File: src/rtl/acs_serial_pkg.sv
package acs_serial_pkg;

  typedef enum logic {
    PICK_UPPER = 1'b0,
    PICK_LOWER = 1'b1
  } pick_e;

  function automatic logic fa_sum(logic a, logic b, logic c);
    return a ^ b ^ c;
  endfunction

  function automatic logic fa_carry(logic a, logic b, logic c);
    return (a & b) | (a & c) | (b & c);
  endfunction

endpackage

File: src/rtl/acs_frame_ctrl.sv
module acs_frame_ctrl #(
  parameter int W  = 8,
  localparam int CW = (W > 1) ? $clog2(W) : 1
) (
  input  logic          clk_i,
  input  logic          rst_ni,
  input  logic          word_start_i,
  output logic          active_o,
  output logic          last_o,
  output logic [CW-1:0] pos_o
);

  localparam logic [CW-1:0] LastPos = CW'(W - 1);

  logic          busy_q;
  logic [CW-1:0] cnt_q;

  assign active_o = word_start_i | busy_q;
  assign pos_o    = word_start_i ? '0 : cnt_q;
  assign last_o   = active_o && (pos_o == LastPos);

  always_ff @(posedge clk_i or negedge rst_ni) begin
    if (!rst_ni) begin
      busy_q <= 1'b0;
      cnt_q  <= '0;
    end else if (active_o) begin
      if (last_o) begin
        busy_q <= 1'b0;
        cnt_q  <= '0;
      end else begin
        busy_q <= 1'b1;
        cnt_q  <= pos_o + CW'(1);
      end
    end
  end

  // an open frame always sits strictly between bit 0 and bit W-1
  assert_frame_pos_R8: assert property (@(posedge clk_i) disable iff (!rst_ni)
    busy_q |-> (cnt_q != '0) && (cnt_q <= LastPos));

endmodule

File: src/rtl/acs_bit_adder.sv
module acs_bit_adder
  import acs_serial_pkg::*;
#(
  parameter logic CARRY_INIT = 1'b0
) (
  input  logic clk_i,
  input  logic rst_ni,
  input  logic clear_i,
  input  logic en_i,
  input  logic a_i,
  input  logic b_i,
  output logic sum_o
);

  logic carry_q;
  logic carry_in;

  assign carry_in = clear_i ? CARRY_INIT : carry_q;
  assign sum_o    = fa_sum(a_i, b_i, carry_in);

  always_ff @(posedge clk_i or negedge rst_ni) begin
    if (!rst_ni)   carry_q <= CARRY_INIT;
    else if (en_i) carry_q <= fa_carry(a_i, b_i, carry_in);
  end

endmodule

File: src/rtl/acs_word_shift.sv
module acs_word_shift #(
  parameter int D = 7
) (
  input  logic         clk_i,
  input  logic         rst_ni,
  input  logic         en_i,
  input  logic         bit_i,
  output logic [D-1:0] word_o
);

  logic [D-1:0] hist_q;

  generate
    if (D == 1) begin : g_single
      always_ff @(posedge clk_i or negedge rst_ni) begin
        if (!rst_ni)   hist_q <= '0;
        else if (en_i) hist_q <= bit_i;
      end
    end else begin : g_chain
      always_ff @(posedge clk_i or negedge rst_ni) begin
        if (!rst_ni)   hist_q <= '0;
        else if (en_i) hist_q <= {bit_i, hist_q[D-1:1]};
      end
    end
  endgenerate

  assign word_o = hist_q;

endmodule

File: src/rtl/acs_serial.sv
module acs_serial
  import acs_serial_pkg::*;
#(
  parameter int             W            = 8,
  parameter logic [W-1:0]   RESET_METRIC = '0,
  localparam int            CW           = (W > 1) ? $clog2(W) : 1
) (
  input  logic clk_i,
  input  logic rst_ni,
  input  logic word_start_i,
  input  logic metric_up_i,
  input  logic metric_lo_i,
  input  logic branch_up_i,
  input  logic branch_lo_i,
  output logic metric_o,
  output logic pick_lo_o,
  output logic pick_valid_o
);

  localparam int NLANE = 2;

  logic          active;
  logic          last;
  logic [CW-1:0] pos;

  acs_frame_ctrl #(.W(W)) i_ctrl (
    .clk_i       (clk_i),
    .rst_ni      (rst_ni),
    .word_start_i(word_start_i),
    .active_o    (active),
    .last_o      (last),
    .pos_o       (pos)
  );

  logic [NLANE-1:0]            pm_bit;
  logic [NLANE-1:0]            bm_bit;
  logic [NLANE-1:0]            cand_bit;
  logic [NLANE-1:0][W-2:0]     cand_hist;
  logic [NLANE-1:0][W-1:0]     cand_word;

  assign pm_bit = {metric_lo_i, metric_up_i};
  assign bm_bit = {branch_lo_i, branch_up_i};

  // lane 0 = upper transition, lane 1 = lower transition
  for (genvar l = 0; l < NLANE; l++) begin : g_lane
    acs_bit_adder #(.CARRY_INIT(1'b0)) i_add (
      .clk_i  (clk_i),
      .rst_ni (rst_ni),
      .clear_i(word_start_i),
      .en_i   (active),
      .a_i    (pm_bit[l]),
      .b_i    (bm_bit[l]),
      .sum_o  (cand_bit[l])
    );

    acs_word_shift #(.D(W - 1)) i_hist (
      .clk_i (clk_i),
      .rst_ni(rst_ni),
      .en_i  (active),
      .bit_i (cand_bit[l]),
      .word_o(cand_hist[l])
    );

    // full word is complete on the last bit cycle
    assign cand_word[l] = {cand_bit[l], cand_hist[l]};
  end

  // upper - lower: add inverted lower with carry preset to 1
  logic diff_bit;

  acs_bit_adder #(.CARRY_INIT(1'b1)) i_cmp (
    .clk_i  (clk_i),
    .rst_ni (rst_ni),
    .clear_i(word_start_i),
    .en_i   (active),
    .a_i    (cand_bit[0]),
    .b_i    (~cand_bit[1]),
    .sum_o  (diff_bit)
  );

  pick_e        pick_now;
  logic [W-1:0] state_q;
  pick_e        pick_q;
  logic         valid_q;

  assign pick_now = diff_bit ? PICK_LOWER : PICK_UPPER;

  always_ff @(posedge clk_i or negedge rst_ni) begin
    if (!rst_ni) begin
      state_q <= RESET_METRIC;
      pick_q  <= PICK_UPPER;
      valid_q <= 1'b0;
    end else begin
      valid_q <= last;
      if (last) begin
        pick_q  <= pick_now;
        state_q <= (pick_now == PICK_LOWER) ? cand_word[1] : cand_word[0];
      end
    end
  end

  assign metric_o     = active ? state_q[pos] : 1'b0;
  assign pick_lo_o    = (pick_q == PICK_LOWER);
  assign pick_valid_o = valid_q;

  logic [W-1:0] word_diff;
  assign word_diff = cand_word[0] - cand_word[1];

  assert_serial_compare_R3: assert property (@(posedge clk_i) disable iff (!rst_ni)
    last |-> (diff_bit == word_diff[W-1]));

  assert_tie_upper_R4: assert property (@(posedge clk_i) disable iff (!rst_ni)
    (last && (cand_word[0] == cand_word[1])) |-> !diff_bit);

  assert_pick_pulse_R5: assert property (@(posedge clk_i) disable iff (!rst_ni)
    pick_valid_o |=> !pick_valid_o);

  assert_pick_hold_R5: assert property (@(posedge clk_i) disable iff (!rst_ni)
    !last |=> $stable(pick_lo_o));

  assert_store_hold_R7: assert property (@(posedge clk_i) disable iff (!rst_ni)
    !last |=> $stable(state_q));

  assert_idle_quiet_R9: assert property (@(posedge clk_i) disable iff (!rst_ni)
    !active |-> !metric_o);

endmodule

File: config.mk
export PLATFORM = sky130hd
export DESIGN_NAME = acs_serial
export DESIGN_NICKNAME = d
export VERILOG_FILES = /design/src/rtl/acs_serial_pkg.sv /design/src/rtl/acs_frame_ctrl.sv /design/src/rtl/acs_bit_adder.sv /design/src/rtl/acs_word_shift.sv /design/src/rtl/acs_serial.sv
export SDC_FILE = /design/constraint.sdc
export NUM_CORES = 1
export LEC_CHECK = 0
export ABC_CLOCK_PERIOD_IN_PS = 3900
export BUFFER_PORTS_ARGS = -buffer_cell sky130_fd_sc_hd__buf_2
export CAP_MARGIN = 20
export CORE_MARGIN = 1
export CORE_UTILIZATION = 51
export DETAILED_ROUTE_END_ITERATION = 6
export PLACE_DENSITY = 0.69
export SLEW_MARGIN = 20
export SYNTH_ARGS = -nofsm -noshare
export SYNTH_HDL_FRONTEND = slang
export SYNTH_HIERARCHICAL = 1
export SYNTH_SLANG_ARGS = --single-unit
File: constraint.sdc
create_clock -name clk_i -period 3.9 [get_ports clk_i]
set_clock_uncertainty 0.1 [all_clocks]
set_input_delay 1.17 -clock clk_i [delete_from_list [all_inputs] [get_ports clk_i]]
set_output_delay 1.17 -clock clk_i [all_outputs]
set_load 0.05 [all_outputs]
==> flow_summary.ini <==
[yosys]
ys_ff_latch = 31
yosys_warnings = 6
synth_mux_area_share_pct = 26.52
synth_top_family_by_area = multiplexers
syn_inst = 118
synth-xor-area-share_pct = 0.5677
avgSynthCellArea_sq_um = 13.07
syn-num-nets = 130
synth_compound_area_share_pct = 3.650
synthSimpleGateAreaFrac_pct = 7.299
ys_types = 20
synthAdderAreaFrac_pct = 5.515
synth_seq_area_share_pct = 50.36
synth_area_sq_mm = 0.001543

[routing]
wl_um = 2218
first_pass_iters = 6
drt_iter0_drc = 28
remaining_drc_errors = 4
via_per_inst = 5.215
wire_per_inst_um = 13.61
antenna_left = 0
vias = 850

[grt]
gr-total-overflow = 0
antenna_found_initial = 0
grt_max_degree = 32
grt_pass1_wl_um = 4174
grt_pass1_vias = 895
track_usage_pct = 17.78

[status]
status = finished with violations
violations = DRC

[critical_path]
arrival_ns = 2.47
crit_required_ns = 2.63
path_max_fanout = 4
cp-start-kind = input pin
path_class = in -> out
cp-end-kind = output pin

[final_layout]
layout_common_cells = 30 x dfrtp_1, 16 x mux2_4, 15 x inv_1, 12 x mux2i_1, 11 x nor2_1
fillCellCount = 240
regArea_sq_um = 777.0
final_core_util_pct = 59.55
layout_commonest_cell = dfrtp_1
final_nets = 143
layout-drive-gt1-share_pct = 32.58
syn2layout_area_growth_pct = 8.272
finalNonFillerCells = 163
n_antenna_cell = 0
multi_input_comb_area_sq_um = 678.2
fin_area_sq_mm = 0.001670

[worst_hold_path]
hp-class = reg -> reg

[placement]
dp_hpwl_um = 1544
dp_cells = 155
gp_congestion = 0.7110
dpl_cell_area_sq_mm = 0.001610
io_buffers = 9

[clocking]
cts_tree = done
cts_sinks = 31
cts_max_level = 2
postCtsSetupBuffers = 0
cts.reportedPaths.clkPinSlew_ns = 0.09
cts_buffer_depth = 2
holdBufCountCts = 0
numCtsBuffers = 5
clock_latency_ns = 0.33
root_buffer = clkbuf_4
ctsResizeCount = 0

[floorplanning]
rows = 19
initial_core_util_pct = 55.00
fp.dieH_um = 57
core_area_sq_mm = 0.002805
die_area_sq_mm = 0.003249
chipWidth_um = 57
ios = 10

[sta]
timing.final.crit_period_ns = 3.743
hold_violations = 0
fin_crit_sh_pct = 95.97
worst_pin_slew_ns = 0.6760
maxSlewHeadroom_pct = 54.94
timing.fmax_ghz = 0.2672
setup_viol = 0
drv_slew = 0
tns_ns = 0
rsz0062_at_grt = false

[run]
maxCapViolations = 0

[pwr]
peakVddDrop_mv = 0.2786
cellLeakagePower_nw = 0.8940
p_per_area_mw_per_mm2 = 507.0
==> critical path, stage by stage <==
cell	delay, ns
buf_2	0.11
and2b_2	0.25
mux4_1	0.55
nor2_1	0.13
a311oi_2	0.05
buf_2	0.22
==> cell usage after synthesis (all sizes together) <==
cell type | instances | area share (%)
inv | 15 | 3.6
and2b | 4 | 2.3
a21oi | 8 | 2.6
mux4 | 1 | 1.7
nand2b | 3 | 1.2
o31ai | 1 | 0.49
dfstp | 1 | 1.7
xnor2 | 1 | 0.57
fa | 3 | 3.9
nor2b | 1 | 0.41
mux2 | 18 | 17
ha | 2 | 1.6
a311oi | 1 | 0.57
mux2i | 12 | 7.8
buf | 5 | 2.4
dfrtp | 30 | 49
nor2 | 12 | 3.4
==> flip-flops by register name (all words and copies together), names as in the netlist <==
name and cells:
state_q 8, g_lane.i_add/carry_q 2, i_ctrl/cnt_q 3, g_lane.i_hist/word_o 14
i_cmp/carry_q 1, pick_valid_o 1, i_ctrl/busy_q 1, pick_lo_o 1
==> where the power goes <==
group | switching, mW | internal (mW)
registers | 0.0411 | 0.387
clock network | 0.105 | 0.0872
logic | 0.110 | 0.116
==> kinds of logic after synthesis <==
family / count (synthesis)
DFF: 31
adders and majority gates: 5
AOI/OAI and AO/OA: 10
xor gates and xnor gates: 1
muxes: 31
and+or+nand+nor: 20
buffers and inverters: 20
==> per-stage QoR <==
| step | hold WS, ns | worst slack, ns | total power, mW |
|---|---|---|---|
| 2_1_floorplan | 0.3446 | 0.1343 | 0.6132 |
| 3_3_place_gp | 0.3542 | 0.1676 | 0.6562 |
| 3_5_place_dp | 0.3585 | 0.1516 | 0.6631 |
| 4_1_cts | 0.3746 | 0.1518 | 0.8605 |
| 5_1_grt | 0.3886 | 0.09899 | 0.9037 |
| 6_report | 0.3690 | 0.1573 | 0.8468 |
==> final cells by class <==
type	count	share of cell area [%]
clock buffers	7	3.296
inverters	15	3.371
repair buffers	11	3.596
flip-flops and latches	31	46.52
clock inverters	1	0.2996
multi-input cells	67	40.60
well taps	31	2.322
==> path summary, 6_finish.rpt <==
path                            cells past startpoint  slack (ns)                       to                     from
worst max-delay path                                6        0.16                 metric_o             word_start_i
worst min-delay path                                2        0.37            i_cmp/carry_q            i_cmp/carry_q
worst max register to register                      8        1.44               state_q[2]  g_lane[0].i_add/carry_q
worst min register to register                      2        0.37            i_cmp/carry_q            i_cmp/carry_q
max in group asynchronous                           1        2.49                pick_lo_o                   rst_ni
min in group asynchronous                           1        0.76  g_lane[1].i_add/carry_q                   rst_ni
==> per-layer routing <==
| metal | up-vias | global-route usage, % | share of wire, % |
|---|---|---|---|
| li1 | 419 | - | - |
| met1 | 416 | 23.30 | 50 |
| met2 | 10 | 24.71 | 43 |
| met3 | 5 | 8.844 | 4.6 |
| met4 | 0 | 8.362 | 2.3 |
| met5 | - | 0 | 0 |
(Power assumes the default switching activity.)
